--- src/rtl/pwrdn_pkg.sv ---
package pwrdn_pkg;

    localparam int PD_FIELD_W = 6;

    localparam logic [PD_FIELD_W-1:0] CODE_NONE   = 6'b000000;
    localparam logic [PD_FIELD_W-1:0] CODE_PD1_EN = 6'b001001;
    localparam logic [PD_FIELD_W-1:0] CODE_PD1_ANY = 6'b010001;
    localparam logic [PD_FIELD_W-1:0] CODE_PD2    = 6'b011010;
    localparam logic [PD_FIELD_W-1:0] CODE_PD3    = 6'b011100;

    typedef enum logic [2:0] {
        ST_RUN,
        ST_ENTRY,
        ST_PD1,
        ST_PD2,
        ST_PD3,
        ST_RSTHOLD,
        ST_RELOCK
    } pd_state_e;

    typedef enum logic [2:0] {
        MD_NONE,
        MD_PD1_EN,
        MD_PD1_ANY,
        MD_PD2,
        MD_PD3,
        MD_BAD
    } pd_mode_e;

endpackage

--- src/rtl/pd_decode.sv ---
module pd_decode
    import pwrdn_pkg::*;
(
    input  logic [PD_FIELD_W-1:0] code,
    output pd_mode_e              mode
);

    always_comb begin
        unique case (code)
            CODE_NONE:    mode = MD_NONE;
            CODE_PD1_EN:  mode = MD_PD1_EN;
            CODE_PD1_ANY: mode = MD_PD1_ANY;
            CODE_PD2:     mode = MD_PD2;
            CODE_PD3:     mode = MD_PD3;
            default:      mode = MD_BAD;
        endcase
    end

endmodule

--- src/rtl/pd_timer.sv ---
module pd_timer #(
    parameter int LIMIT = 9
) (
    input  logic clk,
    input  logic por_n,
    input  logic run,
    output logic done
);

    localparam int CW = (LIMIT > 1) ? $clog2(LIMIT) : 1;
    localparam logic [CW-1:0] LAST = CW'(LIMIT - 1);

    logic [CW-1:0] count;

    always_ff @(posedge clk or negedge por_n) begin
        if (!por_n) begin
            count <= '0;
        end else if (!run || done) begin
            count <= '0;
        end else begin
            count <= count + 1'b1;
        end
    end

    assign done = run && (count == LAST);

endmodule

--- src/rtl/pd_fsm.sv ---
module pd_fsm
    import pwrdn_pkg::*;
(
    input  logic                  clk,
    input  logic                  por_n,
    input  logic                  dev_rst_n,
    input  logic                  wr_en,
    input  logic [PD_FIELD_W-1:0] wr_field,
    input  pd_mode_e              wr_mode,
    input  pd_mode_e              held_mode,
    input  logic                  irq_en,
    input  logic                  irq_ne,
    input  logic                  gie,
    input  logic                  nmie,
    input  logic                  entry_done,
    input  logic                  relock_done,
    output logic [PD_FIELD_W-1:0] field,
    output logic                  err,
    output logic                  wake_isr,
    output logic                  wake_res,
    output logic                  entry_run,
    output logic                  relock_run,
    output logic                  mode_active,
    output logic                  cpu_en,
    output logic                  pll_en
);

    pd_state_e             st, nxt;
    logic [PD_FIELD_W-1:0] fld_n;
    logic                  err_n, isr_n, res_n;

    // next-state and register update values
    always_comb begin
        nxt   = st;
        fld_n = field;
        err_n = err;
        isr_n = 1'b0;
        res_n = 1'b0;
        unique case (st)
            ST_RUN: begin
                if (!dev_rst_n) begin
                    fld_n = CODE_NONE;
                end else if (wr_en) begin
                    fld_n = wr_field;
                    if (wr_mode == MD_BAD) begin
                        err_n = 1'b1;
                    end else if (wr_mode != MD_NONE) begin
                        nxt = ST_ENTRY;
                    end
                end
            end
            ST_ENTRY: begin
                if (!dev_rst_n) begin
                    nxt   = ST_RUN;
                    fld_n = CODE_NONE;
                end else if (entry_done) begin
                    if (held_mode == MD_PD2)      nxt = ST_PD2;
                    else if (held_mode == MD_PD3) nxt = ST_PD3;
                    else                          nxt = ST_PD1;
                end
            end
            ST_PD1: begin
                if (!dev_rst_n) begin
                    nxt   = ST_RUN;
                    fld_n = CODE_NONE;
                end else if (irq_en) begin
                    nxt   = ST_RUN;
                    fld_n = CODE_NONE;
                    isr_n = gie && nmie;
                    res_n = !(gie && nmie);
                end else if (irq_ne && held_mode == MD_PD1_ANY) begin
                    nxt   = ST_RUN;
                    fld_n = CODE_NONE;
                    res_n = 1'b1;
                end
            end
            ST_PD2: begin
                if (!dev_rst_n) begin
                    nxt   = ST_RUN;
                    fld_n = CODE_NONE;
                end
            end
            ST_PD3: begin
                if (!dev_rst_n) begin
                    nxt   = ST_RSTHOLD;
                    fld_n = CODE_NONE;
                end
            end
            ST_RSTHOLD: begin
                if (dev_rst_n) nxt = ST_RELOCK;
            end
            ST_RELOCK: begin
                if (!dev_rst_n)       nxt = ST_RSTHOLD;
                else if (relock_done) nxt = ST_RUN;
            end
            default: nxt = ST_RUN;
        endcase
    end

    // state register
    always_ff @(posedge clk or negedge por_n) begin
        if (!por_n) begin
            st       <= ST_RUN;
            field    <= CODE_NONE;
            err      <= 1'b0;
            wake_isr <= 1'b0;
            wake_res <= 1'b0;
        end else begin
            st       <= nxt;
            field    <= fld_n;
            err      <= err_n;
            wake_isr <= isr_n;
            wake_res <= res_n;
        end
    end

    // outputs decoded from the state
    always_comb begin
        entry_run   = 1'b0;
        relock_run  = 1'b0;
        mode_active = 1'b0;
        cpu_en      = 1'b1;
        pll_en      = 1'b1;
        unique case (st)
            ST_RUN:   ;
            ST_ENTRY: entry_run = 1'b1;
            ST_PD1: begin
                mode_active = 1'b1;
                cpu_en      = 1'b0;
            end
            ST_PD2, ST_PD3, ST_RSTHOLD: begin
                mode_active = 1'b1;
                cpu_en      = 1'b0;
                pll_en      = 1'b0;
            end
            ST_RELOCK: begin
                relock_run = 1'b1;
                cpu_en     = 1'b0;
                pll_en     = 1'b0;
            end
            default: ;
        endcase
    end

endmodule

--- src/rtl/pwrdn_ctrl.sv ---
module pwrdn_ctrl
    import pwrdn_pkg::*;
#(
    parameter int ENTRY_CYCLES  = 9,
    parameter int RELOCK_CYCLES = 64
) (
    input  logic                  clk,
    input  logic                  por_n,
    input  logic                  dev_rst_n,
    input  logic                  csr_wr_en,
    input  logic [PD_FIELD_W-1:0] csr_pd_wdata,
    input  logic                  irq_en_pend,
    input  logic                  irq_ne_pend,
    input  logic                  gie,
    input  logic                  nmie,
    output logic [PD_FIELD_W-1:0] pd_field,
    output logic                  mode_active,
    output logic                  cpu_clk_en,
    output logic                  pll_clk_en,
    output logic                  wake_isr,
    output logic                  wake_resume,
    output logic                  code_err
);

    pd_mode_e wr_mode, held_mode;
    logic     entry_run, relock_run, entry_done, relock_done;

    pd_decode u_dec_wr   (.code(csr_pd_wdata), .mode(wr_mode));
    pd_decode u_dec_held (.code(pd_field),     .mode(held_mode));

    pd_timer #(.LIMIT(ENTRY_CYCLES)) u_entry_tmr (
        .clk(clk), .por_n(por_n), .run(entry_run), .done(entry_done)
    );

    pd_timer #(.LIMIT(RELOCK_CYCLES)) u_relock_tmr (
        .clk(clk), .por_n(por_n), .run(relock_run), .done(relock_done)
    );

    pd_fsm u_fsm (
        .clk(clk),
        .por_n(por_n),
        .dev_rst_n(dev_rst_n),
        .wr_en(csr_wr_en),
        .wr_field(csr_pd_wdata),
        .wr_mode(wr_mode),
        .held_mode(held_mode),
        .irq_en(irq_en_pend),
        .irq_ne(irq_ne_pend),
        .gie(gie),
        .nmie(nmie),
        .entry_done(entry_done),
        .relock_done(relock_done),
        .field(pd_field),
        .err(code_err),
        .wake_isr(wake_isr),
        .wake_res(wake_resume),
        .entry_run(entry_run),
        .relock_run(relock_run),
        .mode_active(mode_active),
        .cpu_en(cpu_clk_en),
        .pll_en(pll_clk_en)
    );

endmodule

--- config.mk ---
export PLATFORM = sky130hd
export DESIGN_NAME = pwrdn_ctrl
export DESIGN_NICKNAME = d
export VERILOG_FILES = /design/src/rtl/pwrdn_pkg.sv /design/src/rtl/pd_decode.sv /design/src/rtl/pd_timer.sv /design/src/rtl/pd_fsm.sv /design/src/rtl/pwrdn_ctrl.sv
export SDC_FILE = /design/constraint.sdc
export NUM_CORES = 1
export LEC_CHECK = 0
export ABC_CLOCK_PERIOD_IN_PS = 4800
export CORE_UTILIZATION = 40
export CTS_CLUSTER_SIZE = 20
export DETAILED_ROUTE_END_ITERATION = 6
export GPL_TIMING_DRIVEN = 0
export PLACE_DENSITY = 0.66
export SYNTH_ARGS = -nofsm -noshare
export SYNTH_HDL_FRONTEND = slang
export SYNTH_SLANG_ARGS = --single-unit
--- constraint.sdc ---
create_clock -name clk -period 4.8 [get_ports clk]
set_clock_uncertainty 0.05 [all_clocks]
set_input_delay 0.48 -clock clk [delete_from_list [all_inputs] [get_ports clk]]
set_output_delay 0.48 -clock clk [all_outputs]
set_load 0.02 [all_outputs]
; ---- Word level (Yosys, flattened, before mapping)
; Index checks and enable logic that the tools add are counted.
[totals]
reg_bits = 22
latchBits = 0
ram_bits = 0
rom_bits = 0
in_bits = 14
out_inout_bits = 12
elab_cells = 102
mem_count = 0
[op_classes]
n_addsub = 2
mul = 0
div = 0
n_lt_le_gt_ge = 0
n_eq_ne = 32
shift = 0
n_mux = 40
bitwise = 0
n_reduce_logical = 21
[op_table]
columns = op, count
row1 = 3-bit 2-to-1 mux, 16
row2 = 6-bit 2-to-1 mux, 7
row3 = "6-bit by 5-bit == test with 1-bit output, second input constant", 6
row4 = 3-bit one-hot mux with 5 select lines, 2
row5 = 3-bit one-hot mux with 7 select lines, 1
row6 = 6-bit one-hot mux with 3 select lines, 1
row7 = "3-bit == test, second input constant", 5
row8 = "2-bit != test, second input constant", 7
row9 = "3-bit by 2-bit == test with 1-bit output, second input constant", 4
row10 = "6-bit by 4-bit == test with 1-bit output, second input constant", 2
row11 = 6-bit zero test, 2
row12 = 1-bit 2-to-1 mux, 12
row13 = 10-bit AND reduction, 1
row14 = "3-bit != test, second input constant", 3
row15 = 4-bit AND reduction, 2
row16 = 4-bit OR reduction, 2
row17 = "6-bit by 1-bit adder with 6-bit output, second input constant", 1
row18 = "6-bit == test, second input constant", 1
row19 = 3-bit nonzero test, 2
row20 = 5-bit OR reduction, 1
row21 = "4-bit by 1-bit adder with 4-bit output, second input constant", 1
row22 = "4-bit == test, second input constant", 1
row23 = 1-bit logical AND, 4
row24 = 4-bit 2-to-1 mux, 1
row25 = 7 further kinds, 10

; ---- Longest topological paths before layout
; Gate-level depths: netlist of run 1.
[logic_depth]
word_depth = 8
ltp_mapped = 7
ltp_nobuf = 6

; ---- By module
; From an unflattened synthesis of run 1, not the netlist that was laid out.
[unflattened]
hier_cells = 167
hier_area_um2 = 1438.9
[by_module_without_submodules]
columns = mod, instances, cells_per_inst, area_each_um2, seq_area_each_um2
row1 = pd_fsm, 1, 89, 755.7, 300.3
row2 = pd_timer at u_relock_tmr, 1, 28, 274.0, 150.1
row3 = pd_timer at u_entry_tmr, 1, 22, 221.5, 100.1
row4 = pd_decode, 2, 14, 93.8, 0.0

; ---- Least setup slack after synthesis of run 1
; Ideal clock, no wire load.
[synth_path]
path_type = input to register
startpoint = in csr_pd_wdata[4]
endpoint = reg u_fsm.st[0]
setup_time_ps = 128
arrival_ps = 2006
required_ps = 4622
path_slack_ps = 2617
cell_stages = 6
path_buffers = 1
cell_sequence = buf_6 > or3_1 > a2111oi_2 > a311oi_1 > a211oi_2 > mux2_1
[synth_via]
elab_chain_cells = 5
word_cells_on_any_way = 11
classes_between = eq/ne: 7 / mux: 1 / reduce/logical: 3
[synth_lines]
columns = element, line_no
row1 = from (decl), pwrdn_ctrl.sv:11  ; input logic [PD_FIELD_W-1:0] csr_pd_wdata,
row2 = 6-bit by 5-bit == test with 1-bit output (tied with other cells), pd_decode.sv:9  ; unique case (code)
row3 = 3-bit one-hot mux with 5 select lines (*), pd_decode.sv:9
row4 = 3-bit == test / 3-bit nonzero test (equally long branches), "pd_fsm.sv:45, pd_fsm.sv:47"
row5 = 2-bit != test (no line) / 2-bit by 1-bit != test with 1-bit output (equally long branches), n/a
row6 = 10-bit AND reduction (no line) (*), n/a
row7 = to (signal assigned), pd_fsm.sv:109  ; st <= nxt;
row8 = to (decl), pd_fsm.sv:28  ; pd_state_e st, nxt;
; Mark *: on every way between the ends. The rest lies on a longest branch, timed or not.
; A chain may end at the register's enable or synchronous reset.

; ---- Final worst setup path of run 1
[layout_path]
startpoint = reg u_fsm.st[1]
endpoint = out pll_clk_en
[layout_via]
elab_chain_cells = 3
word_cells_on_any_way = 6
classes_between = eq/ne: 4 / mux: 1 / reduce/logical: 1
[layout_lines]
columns = element, line_no
row1 = 3-bit by 2-bit == test with 1-bit output / 3-bit == test (equally long branches), pd_fsm.sv:124  ; unique case (st)
row2 = 4-bit OR reduction (no line) (*), n/a
row3 = 1-bit 2-to-1 mux (*), pd_fsm.sv:124
row4 = to (decl), pwrdn_ctrl.sv:19  ; output logic pll_clk_en,
; Marked as above.

==> reports/qor_table.md, run 1 <==
| Item | This run | Unit |
|:---|:---|:---|
| Clock latency on the worst-skew pair | 0.32 | ns |
| Overflow left after global routing | 0 | - |
| Top cell type's share of synthesized area | 0.414 | - |
| Worst setup SP type | register | - |
| Count of vias placed by the detailed router | 1,172 | - |
| Maximum level of the CTS H-tree | 1 | - |
| 1st-iter DRT viols | 56 | - |
| Clock slew at reported path FFs | 0.13 | ns |
| Final count of hold timing violations | 0 | - |
| Actual slew at the worst max-slew pin | 0.969 | ns |
| Initial antenna violation count | 0 | - |
| Final setup violation count | 0 | - |
| Layout cells sized above 1 | 0.0514 | - |
| Placement Rows | 20 | - |
| Req. time, crit path | 4.27 | ns |
| Total I/O pin count | 26 | - |
| Post-synthesis area per instance | 9.05 | um^2 |
| Count of cells resized by post-cts repair | 0 | - |
| Core area | 3100 | um^2 |
| Post-route DRC | 0 | - |
| Final routed wirelength across all metal layers | 2.90 | mm |
| Crit path DAT | 2.05 | ns |
| CP Capture Type | output pin | - |
| RSZ-0062 raised after global routing | no | - |
| Most used DFF post-synth | dfrtp_1 | - |
| Yosys synthesis warning count | 0 | - |
| Number of distinct library cell variants in the gate-level netlist after synthesis | 46 | - |
| Initial core utilization | 0.429 | - |
| Pin count of the biggest net entering global routing | 23 | - |
| Part of the Yosys area used for sequential elements | 0.414 | - |
| Clock buffers created by TritonCTS | 3 | - |
| Die X-Extent | 59.7 | um |
| Number of buffers inserted for hold repair after clock tree synthesis | 0 | - |
| Top area cells in the synthesized netlist | dfrtp_1 41%, nand2_1 4.5%, xor2_1 4.0% | - |
| Post-Route Hold Slack | 0.372 | ns |
| Post-Syn Instances | 147 | - |
| All-Layer GR Usage | 0.179 | - |
| P&R area growth vs syn | 26.2 | % |
| Count of buffers added by post-CTS timing repair for setup | 0 | - |
| Shortest period the worst path allows | 2.58 | ns |
| Worst slew slack as a fraction of its limit | 0.352 | - |
| Wire length of the first global-routing pass | 4.82 | mm |
| Number of flops mapped to enable cells by yosys | 0 | - |
| Via count of the first global-routing pass | 1,083 | - |
| Number of maximum-capacitance violations | 0 | - |
| Sinks on the clock net | 22 | - |
| Post-Route Setup TNS | 0 | ns |
| DP HPWL | 2.20 | mm |
| PD cells | 492 | nW/um^2 |
| Worst-path maximum fanout | 10 | - |
| LEAKAGE | 0.000681 | uW |
| Async set-reset flop share out of synthesis | 1.00 | - |
| Top cells by instance count after synthesis | 22 x dfrtp_1, 16 x nand2_1, 13 x nor2_1 | - |
| Post-Synthesis Cell Area | 1330 | um^2 |
| Power Total | 825 | uW |
| Port Buffers | 24 | - |
| Number of search-and-repair iterations in the first detailed-routing pass | 4 | - |
| WL/cell | 13.2 | um |
| Floorplan die area | 3560 | um^2 |
| Post-synthesis register bit count | 22 | - |
| CTS tree | done | - |
| Final count of pins violating max slew | 0 | - |
| Net count of the mapped netlist | 164 | - |
| Most common cell in the netlist | dfrtp_1 | - |
| Worst IR Drop VDD | 0.220 | mV |
| Number of antenna diodes | 0 | - |
| Number of inserted filler cells in the final layout | 313 | - |
| Vert. Die Dim | 59.7 | um |
| Number of buffers on the longest clock path | 2 | - |
| Cell area reported after detailed placement | 1630 | um^2 |
| Critical path type | reg -> out | - |
| Antenna Nets Post-Route | 0 | - |
| Class of the worst hold path | in -> reg | - |
| Final RePlAce weighted congestion | 0.774 | - |
| Nets | 193 | - |
| Root Buffer Master | clkbuf_4 | - |
| Achievable Freq | 0.388 | GHz |
| Result of the run | finished clean | - |
| Post-route cell area | 1680 | um^2 |
| Avg Vias per Cell | 5.35 | - |
| Final worst path period share | 0.537 | - |
| Dominant cell type by area after synthesis | dfrtp_1 | - |
power breakdown:
part           leakage [uW]  internal (uW)  switching, uW
logic              0.000358            186            219
registers          0.000295            223           54.0
clock network     0.0000279           84.5           58.6
flip-flops by register name (all words and copies together) (netlist names):
register            count
u_entry_tmr.count       4
u_fsm.err               1
u_fsm.field             6
u_fsm.st                3
u_fsm.wake_isr          1
u_fsm.wake_res          1
u_relock_tmr.count      6
worst max-delay path: stages (launching register included):
cell and delay, ns:
dfrtp_1 0.47, clkbuf_1 0.36, nand2_1 0.12, xor2_1 0.15, clkdlybuf4s50_1 0.62
worst paths after layout:
path	start	depth (start not counted)	slack, ns	to
worst max-delay path	u_fsm.st[1]	4	2.22	pll_clk_en
worst min-delay path	csr_pd_wdata[4]	3	0.37	u_fsm.field[4]
worst max register to register	u_fsm.field[1]	5	2.44	u_fsm.st[2]
worst min register to register	u_fsm.err	1	0.43	u_fsm.err
max in group asynchronous	por_n	1	3.48	u_entry_tmr.count[1]
min in group asynchronous	por_n	1	0.63	u_relock_tmr.count[3]
layout by cell type, fill, tap and decap left out, types with 2 or more instances in the layout:
cell type | synthesis | layout
nor4_1 | 2 | 2
ha_1 | 3 | 3
a41o_1 | 2 | 2
o21ai_1 | 7 | 7
nor2_1 | 13 | 13
nand2b_1 | 3 | 3
clkdlybuf4s50_1 | 0 | 24
xnor2_1 | 2 | 2
nand3b_1 | 2 | 2
mux2_1 | 3 | 3
dfrtp_1 | 22 | 22
clkbuf_1 | 4 | 4
nor3b_1 | 2 | 2
o21ai_0 | 3 | 3
nor2b_1 | 3 | 3
a21boi_0 | 2 | 2
xor2_1 | 6 | 6
a21oi_1 | 5 | 5
or3_1 | 4 | 4
nand2_1 | 16 | 16
clkbuf_4 | 0 | 3
nand3_1 | 8 | 8
inv_1 | 9 | 9
a311o_1 | 2 | 2
layout make-up:
type	instances	area [um^2]	area share
Multi-Input combinational cell	111	719	0.429
Sequential cell	22	551	0.328
Timing Repair Buffer	24	240	0.143
Tap cell	44	55.1	0.0328
Inverter	9	33.8	0.0201
Clock inverter	1	30.0	0.0179
Buffer	5	26.3	0.0157
Clock buffer	3	22.5	0.0134
cell families after synthesis:
logic type / share of synthesized area
and+or+nand+nor: 0.248
AOI/OAI and AO/OA: 0.186
DFF: 0.414
buffers and inverters: 0.0451
xor gates and xnor gates: 0.0527
muxes: 0.0254
adders and majority gates: 0.0282
layer usage:
layer / vias up / global-route usage / wire [um]
li1: 582 / - / -
met1: 555 / 0.236 / 1310
met2: 30 / 0.294 / 1380
met3: 5 / 0.0303 / 169
met4: 0 / 0.0698 / 40
met5: - / 0 / 0
through the flow:
stage	cells	util	setup slack (ns)
2_1_floorplan	147	-	2.62
3_3_place_gp	215	0.524	2.02
3_5_place_dp	215	0.524	1.99
4_1_cts	219	0.541	2.23
5_1_grt	219	0.541	2.08
6_report	219	0.541	2.22
Power figures use the tool's default switching activity.
==> inputs of run 2 (changes only) <==
- ABC_CLOCK_PERIOD_IN_PS: 4800 -> 2500
- clock period: 4.8 -> 2.5 ns (I/O delays scaled with it)
==> results of run 2 <==
The final DEF is identical to that of run 1. Status: finished clean.
Main changes from that run: setup slack after placement 1.99 ns -> -0.0801 ns; setup slack after layout 2.22 ns -> 0.139 ns; hold slack 0.372 ns -> 0.142 ns; start point of the critical path u_fsm.st[1] -> u_fsm.field[1]; end point of the critical path pll_clk_en -> u_fsm.st[2]; register-to-register setup slack 2.44 ns -> 0.14 ns; total power 825 uW -> 1580 uW; worst IR drop on VDD 0.220 mV -> 0.422 mV
